$ cat src/rtl/vlp_pkg.sv
`timescale 1ns/1ps
package vlp_pkg;
    localparam int VLP_QW_W   = 64;
    localparam int VLP_N_QW   = 4;
    localparam int VLP_VEC_W  = VLP_QW_W * VLP_N_QW;
    localparam int VLP_HALF_W = VLP_VEC_W / 2;
    localparam int VLP_IDX_W  = $clog2(VLP_N_QW);
    localparam int VLP_IMM_W  = VLP_IDX_W * VLP_N_QW;
    localparam int VLP_SPEC_W = 4;

    typedef enum logic [1:0] {
        OP_SHUF = 2'd0,
        OP_HSEL = 2'd1,
        OP_EXTR = 2'd2,
        OP_INS  = 2'd3
    } vlp_op_e;

    typedef enum logic [1:0] {
        ST_IDLE   = 2'd0,
        ST_RESULT = 2'd1,
        ST_FAULT  = 2'd2
    } vlp_state_e;
endpackage

$ cat src/rtl/vlp_encode_guard.sv
`timescale 1ns/1ps
module vlp_encode_guard
    import vlp_pkg::*;
#(
    parameter int SPEC_W = VLP_SPEC_W
) (
    input  vlp_op_e           op,
    input  logic              vlen_bit,
    input  logic              wide_bit,
    input  logic [SPEC_W-1:0] spec_field,
    output logic              bad
);
    logic spec_ok;
    assign spec_ok = &spec_field;

    always_comb begin
        bad = !vlen_bit;
        unique case (op)
            OP_SHUF: bad = bad;
            OP_HSEL: bad = bad | wide_bit;
            OP_EXTR: bad = bad | wide_bit | !spec_ok;
            OP_INS:  bad = bad | wide_bit;
        endcase
    end
endmodule

$ cat src/rtl/vlp_qword_shuffle.sv
`timescale 1ns/1ps
module vlp_qword_shuffle
    import vlp_pkg::*;
#(
    parameter int QW_W = VLP_QW_W,
    parameter int N_QW = VLP_N_QW,
    localparam int VEC_W = QW_W * N_QW,
    localparam int IDX_W = $clog2(N_QW),
    localparam int IMM_W = IDX_W * N_QW
) (
    input  logic [VEC_W-1:0] src,
    input  logic [IMM_W-1:0] ctl,
    output logic [VEC_W-1:0] dst
);
    logic [QW_W-1:0] lane [N_QW];

    for (genvar s = 0; s < N_QW; s++) begin : g_unpack
        assign lane[s] = src[s*QW_W +: QW_W];
    end

    for (genvar d = 0; d < N_QW; d++) begin : g_route
        logic [IDX_W-1:0] pick;
        assign pick = ctl[d*IDX_W +: IDX_W];
        assign dst[d*QW_W +: QW_W] = lane[pick];
    end
endmodule

$ cat src/rtl/vlp_half_route.sv
`timescale 1ns/1ps
module vlp_half_route
    import vlp_pkg::*;
#(
    parameter int HALF_W = VLP_HALF_W,
    localparam int VEC_W = 2 * HALF_W
) (
    input  logic [VEC_W-1:0]  src_a,
    input  logic [VEC_W-1:0]  src_b,
    input  logic [HALF_W-1:0] ins_data,
    input  logic [1:0]        lo_code,
    input  logic [1:0]        hi_code,
    input  logic              lo_zero,
    input  logic              hi_zero,
    input  logic              pick_hi,
    output logic [VEC_W-1:0]  sel_res,
    output logic [VEC_W-1:0]  ext_res,
    output logic [VEC_W-1:0]  ins_res
);
    logic [HALF_W-1:0] pool [4];
    logic [1:0]        code [2];
    logic              clr  [2];

    assign pool[0] = src_a[HALF_W-1:0];
    assign pool[1] = src_a[VEC_W-1:HALF_W];
    assign pool[2] = src_b[HALF_W-1:0];
    assign pool[3] = src_b[VEC_W-1:HALF_W];
    assign code[0] = lo_code;
    assign code[1] = hi_code;
    assign clr[0]  = lo_zero;
    assign clr[1]  = hi_zero;

    for (genvar h = 0; h < 2; h++) begin : g_sel
        assign sel_res[h*HALF_W +: HALF_W] = clr[h] ? '0 : pool[code[h]];
    end

    assign ext_res = {{HALF_W{1'b0}}, (pick_hi ? pool[1] : pool[0])};
    assign ins_res = pick_hi ? {ins_data, pool[0]} : {pool[1], ins_data};
endmodule

$ cat src/rtl/vec_lane_permute.sv
`timescale 1ns/1ps
module vec_lane_permute
    import vlp_pkg::*;
#(
    parameter int QW_W   = VLP_QW_W,
    parameter int N_QW   = VLP_N_QW,
    parameter int SPEC_W = VLP_SPEC_W,
    localparam int VEC_W  = QW_W * N_QW,
    localparam int HALF_W = VEC_W / 2,
    localparam int IMM_W  = $clog2(N_QW) * N_QW
) (
    input  logic              clk,
    input  logic              rst_n,
    input  logic              in_valid,
    input  logic [1:0]        op_sel,
    input  logic [IMM_W-1:0]  imm,
    input  logic              vlen_bit,
    input  logic              wide_bit,
    input  logic [SPEC_W-1:0] spec_field,
    input  logic [VEC_W-1:0]  src_a,
    input  logic [VEC_W-1:0]  src_b,
    input  logic [HALF_W-1:0] ins_data,
    output logic              res_valid,
    output logic [VEC_W-1:0]  res_data,
    output logic              undef_op
);
    vlp_op_e    op;
    vlp_state_e state_q, state_d;
    logic       bad;
    logic [VEC_W-1:0] shuf_res, sel_res, ext_res, ins_res, next_data;

    assign op = vlp_op_e'(op_sel);

    vlp_encode_guard #(.SPEC_W(SPEC_W)) u_guard (
        .op         (op),
        .vlen_bit   (vlen_bit),
        .wide_bit   (wide_bit),
        .spec_field (spec_field),
        .bad        (bad)
    );

    vlp_qword_shuffle #(.QW_W(QW_W), .N_QW(N_QW)) u_shuf (
        .src (src_a),
        .ctl (imm),
        .dst (shuf_res)
    );

    vlp_half_route #(.HALF_W(HALF_W)) u_half (
        .src_a    (src_a),
        .src_b    (src_b),
        .ins_data (ins_data),
        .lo_code  (imm[1:0]),
        .hi_code  (imm[5:4]),
        .lo_zero  (imm[3]),
        .hi_zero  (imm[7]),
        .pick_hi  (imm[0]),
        .sel_res  (sel_res),
        .ext_res  (ext_res),
        .ins_res  (ins_res)
    );

    always_comb begin
        unique case (op)
            OP_SHUF: next_data = shuf_res;
            OP_HSEL: next_data = sel_res;
            OP_EXTR: next_data = ext_res;
            OP_INS:  next_data = ins_res;
        endcase
    end

    // Transitions T_ACCEPT, T_REJECT, T_DRAIN apply from every state.
    always_comb begin
        if (in_valid && !bad) begin
            state_d = ST_RESULT;
        end else if (in_valid) begin
            state_d = ST_FAULT;
        end else begin
            state_d = ST_IDLE;
        end
    end

    always_ff @(posedge clk or negedge rst_n) begin
        if (!rst_n) begin
            state_q <= ST_IDLE;
        end else begin
            state_q <= state_d;
        end
    end

    always_ff @(posedge clk or negedge rst_n) begin
        if (!rst_n) begin
            res_data <= '0;
        end else if (in_valid && !bad) begin
            res_data <= next_data;
        end
    end

    always_comb begin
        res_valid = 1'b0;
        undef_op  = 1'b0;
        unique case (state_q)
            ST_IDLE:   ;
            ST_RESULT: res_valid = 1'b1;
            ST_FAULT:  undef_op  = 1'b1;
            default:   ;
        endcase
    end
endmodule

$ cat config.mk
export PLATFORM = sky130hd
export DESIGN_NAME = vec_lane_permute
export DESIGN_NICKNAME = d
export VERILOG_FILES = /design/src/rtl/vlp_pkg.sv /design/src/rtl/vlp_encode_guard.sv /design/src/rtl/vlp_qword_shuffle.sv /design/src/rtl/vlp_half_route.sv /design/src/rtl/vec_lane_permute.sv
export SDC_FILE = /design/constraint.sdc
export NUM_CORES = 1
export LEC_CHECK = 0
export BUFFER_PORTS_ARGS = -buffer_cell sky130_fd_sc_hd__buf_2
export CORE_AREA = 5 5 350 352
export CTS_CLUSTER_SIZE = 28
export DETAILED_ROUTE_END_ITERATION = 7
export DIE_AREA = 0 0 355 357
export GPL_TIMING_DRIVEN = 0
export PLACE_DENSITY = 0.47
export SKIP_CTS_REPAIR_TIMING = 1
export SYNTH_ARGS = -nofsm -noshare
export SYNTH_HDL_FRONTEND = slang
export SYNTH_SLANG_ARGS = --single-unit
$ cat constraint.sdc
create_clock -name clk -period 0.8 [get_ports clk]
set_input_delay 0.08 -clock clk [delete_from_list [all_inputs] [get_ports clk]]
set_output_delay 0.08 -clock clk [all_outputs]
set_load 0.05 [all_outputs]
==> results.sh <==
export IMPL_post_route_drc_count=0
export IMPL_clk_latency_ps=610
export IMPL_yosys_warnings=0
export IMPL_end_kind="output port"
export IMPL_overflow=0
export IMPL_drive_gt1_share_pct=52.1
export IMPL_cts_tree="built"
export IMPL_path_class="reg2out"
export IMPL_power_density_nw_per_um2=1800
export IMPL_grt_max_degree=95
export IMPL_synth_edf_count=0
export IMPL_syn2layout_area_growth_pct=41.1
export IMPL_clock_root_buffer="clkbuf_16"
export IMPL_synth_cells=2726
export IMPL_grt_pass1_wl_um=276000
export IMPL_worstSetupStartpointType="flop"
export IMPL_avgSynthCellArea_um2=11.3
export IMPL_fin_ws_ps=-727
export IMPL_io_buffers=910
export IMPL_place_congestion=0.930
export IMPL_n_fill_cell=12100
export IMPL_switchingPower_mw=37.0
export IMPL_ys_ff_latch=258
export IMPL_row_count=127
export IMPL_synth_distinct_cells=39
export IMPL_die_w_um=355
export IMPL_finClkSkew_ps=0
export IMPL_synth_top_flop_cell="dfrtp_1"
export IMPL_max_freq_mhz=655
export IMPL_placed_cells=5186
export IMPL_post_dp_hpwl_um=159000
export IMPL_worst_slew_pin_slew_ps=1320
export IMPL_fin_crit_ps=1530
export IMPL_cts_sinks=258
export IMPL_cts_buffers=41
export IMPL_grt_pass1_vias=32400
export IMPL_finalCritPeriodShare_pct=191
export IMPL_die_area_um2=127000
export IMPL_htreeDepth=2
export IMPL_crit_path_max_fanout=2
export IMPL_hold_viol=128
export IMPL_final_cells=5470
export IMPL_dr_pass1_iters=6
export IMPL_seq_area_um2=6470
export IMPL_synth_seq_area_share_pct=21.0
export IMPL_die_h_um=357
export IMPL_synth_area_um2=30700
export IMPL_synth_largest_area_cell="mux4_2"
export IMPL_cp_arrival_ps=1450
export IMPL_path_cells="nor2b_4, buf_6"
export IMPL_slew_limit_headroom_pct=11.7
export IMPL_start_util_pct=25.8
export IMPL_cpPeakStageDelay_ps=480
export IMPL_rsz0062_at_grt="true"
export IMPL_status="finished, violations left"
export IMPL_setup_viol=516
export IMPL_vias=33800
export IMPL_fin_nets=4486
export IMPL_synthTopCellsByCount="mux4_2, mux2i_1, dfrtp_1"
export IMPL_postSynth_asyncResetShare_pct=100
export IMPL_routedWlPerCell_um=38.9
export IMPL_hold_ws_ps=-544
export IMPL_power_share_sequential_pct=23.9
export IMPL_fin_tns_setup_ps=-252980
export IMPL_drv_cap=0
export IMPL_power_share_clock_pct=24.0
export IMPL_wl_um=213000
export IMPL_violations="hold timing, setup timing"
export IMPL_internal_power_mw=41.1
export IMPL_drtIter0Drc=3946
export IMPL_yosysMostFrequentCell="mux4_2"
export IMPL_multi_input_area_um2=23200
export IMPL_p_comb_share_pct=52.1
export IMPL_synth_area_leaders="mux4_2, dfrtp_1, mux2i_1"
export IMPL_cpMaxStageDelayCell="dfrtp_2"
export IMPL_pin_count=917
export IMPL_syn_nets=3385
export IMPL_slew_viol_final=0
export IMPL_p_sw_share_pct=47.3
export IMPL_required_ps=720
export IMPL_core_area_um2=119000
export IMPL_via_per_inst=6.19
export IMPL_antenna_left=0
export IMPL_clk_pin_slew_ps=60
export IMPL_antenna_found_initial=81
export IMPL_hold_class="in2async"
export IMPL_clockBufferDepth=3
export IMPL_yosysTopAreaCellShare_pct=37.1
export IMPL_grtUsageTotal_pct=31.1
export IMPL_p_leak_nw=18.5
export IMPL_ir_worst_vdd_v=0.00127
-- sequential cells by signal, indices dropped and copies added (netlist names) --
signal,count
res_data,256
state_q,2
-- worst max-delay path, delay by kind of cell, from the launching register on --
| kind | cells | cell delay, ps |
|---|---|---|
| flip-flops | 1 | 480 |
| AND/OR/NAND/NOR | 1 | 190 |
| buffers and inverters | 1 | 160 |
-- logic make-up (layout without fill, tap and decap cells) --
group	count (synthesis)	in the layout	share of synthesized area, %
AOI/OAI and AO/OA	778	778	17.1
buffers and inverters	327	1456	5.59
DFF	258	258	21.0
muxes	899	899	49.9
other	0	67	0
and+or+nand+nor	464	464	6.36
-- routing by layer --
metal | global-route usage (%) | vias to the layer above | wire length (um)
li1 | - | 13500 | -
met1 | 39.9 | 17600 | 82800
met2 | 50.3 | 2288 | 99700
met3 | 7.20 | 498 | 19600
met4 | 13.8 | 14 | 10700
met5 | 0 | - | 90
-- final cells by class --
type	instances	area share, %
flip-flops and latches	258	14.9
clock inverters	10	0.188
well taps	1548	4.47
repair buffers	1060	16.0
multi-input cells	2141	53.6
diodes	67	0.387
clock buffers	61	2.78
inverters	2	0.0520
plain buffers	323	7.57
-- worst paths after layout --
path,from,endpoint,slack [ps],cells past startpoint
min in group clk,ins_data[113],res_data[241]$_DFFE_PN0P_,-60,5
max,state_q[0]$_DFF_PN0_,res_valid,-730,2
min,rst_n,res_data[248]$_DFFE_PN0P_,-540,1
max in group asynchronous,rst_n,res_data[87]$_DFFE_PN0P_,120,2
max reg2reg,res_data[15]$_DFFE_PN0P_,res_data[15]$_DFFE_PN0P_,30,2
min reg2reg,res_data[115]$_DFFE_PN0P_,res_data[115]$_DFFE_PN0P_,470,2
-- layout by cell type, fill, tap and decap left out, types with 83 or more instances in the layout --
master | netlist | final
buf_2 | 89 | 878
a22oi_1 | 128 | 99
nand2_1 | 254 | 233
buf_6 | 26 | 85
buf_4 | 45 | 83
o21ai_1 | 128 | 157
dfrtp_1 | 258 | 249
nor2_1 | 130 | 129
mux4_2 | 506 | 506
a21oi_1 | 192 | 168
mux2i_1 | 387 | 383
-- power by group through the flow --
stage / clock network [mW] / logic (mW) / registers, mW
final: 18.7 / 40.7 / 18.6
after global routing: 19.4 / 42.2 / 18.8
after CTS: 19.1 / 37.4 / 18.2
after detailed placement: 0 / 37.4 / 18.4
after global placement: 0 / 37.2 / 18.4
after floorplan: 0 / 13.4 / 28.5
-- stage by stage --
step | worst slack (ps) | area, um2 | hold WS [ps] | power (mW) | util (%)
after floorplan | -567 | 31500 | -216 | 41.8 | -
after global placement | -6560 | 38000 | 310 | 55.6 | 31.9
after detailed placement | -2740 | 38100 | 135 | 55.7 | 32.0
after CTS | -2070 | 39400 | -528 | 74.7 | 33.1
after global routing | -747 | 43300 | -489 | 80.5 | 36.4
final | -727 | 43300 | -544 | 78.1 | 36.4
Note: power is estimated with default switching activity, not from simulation.
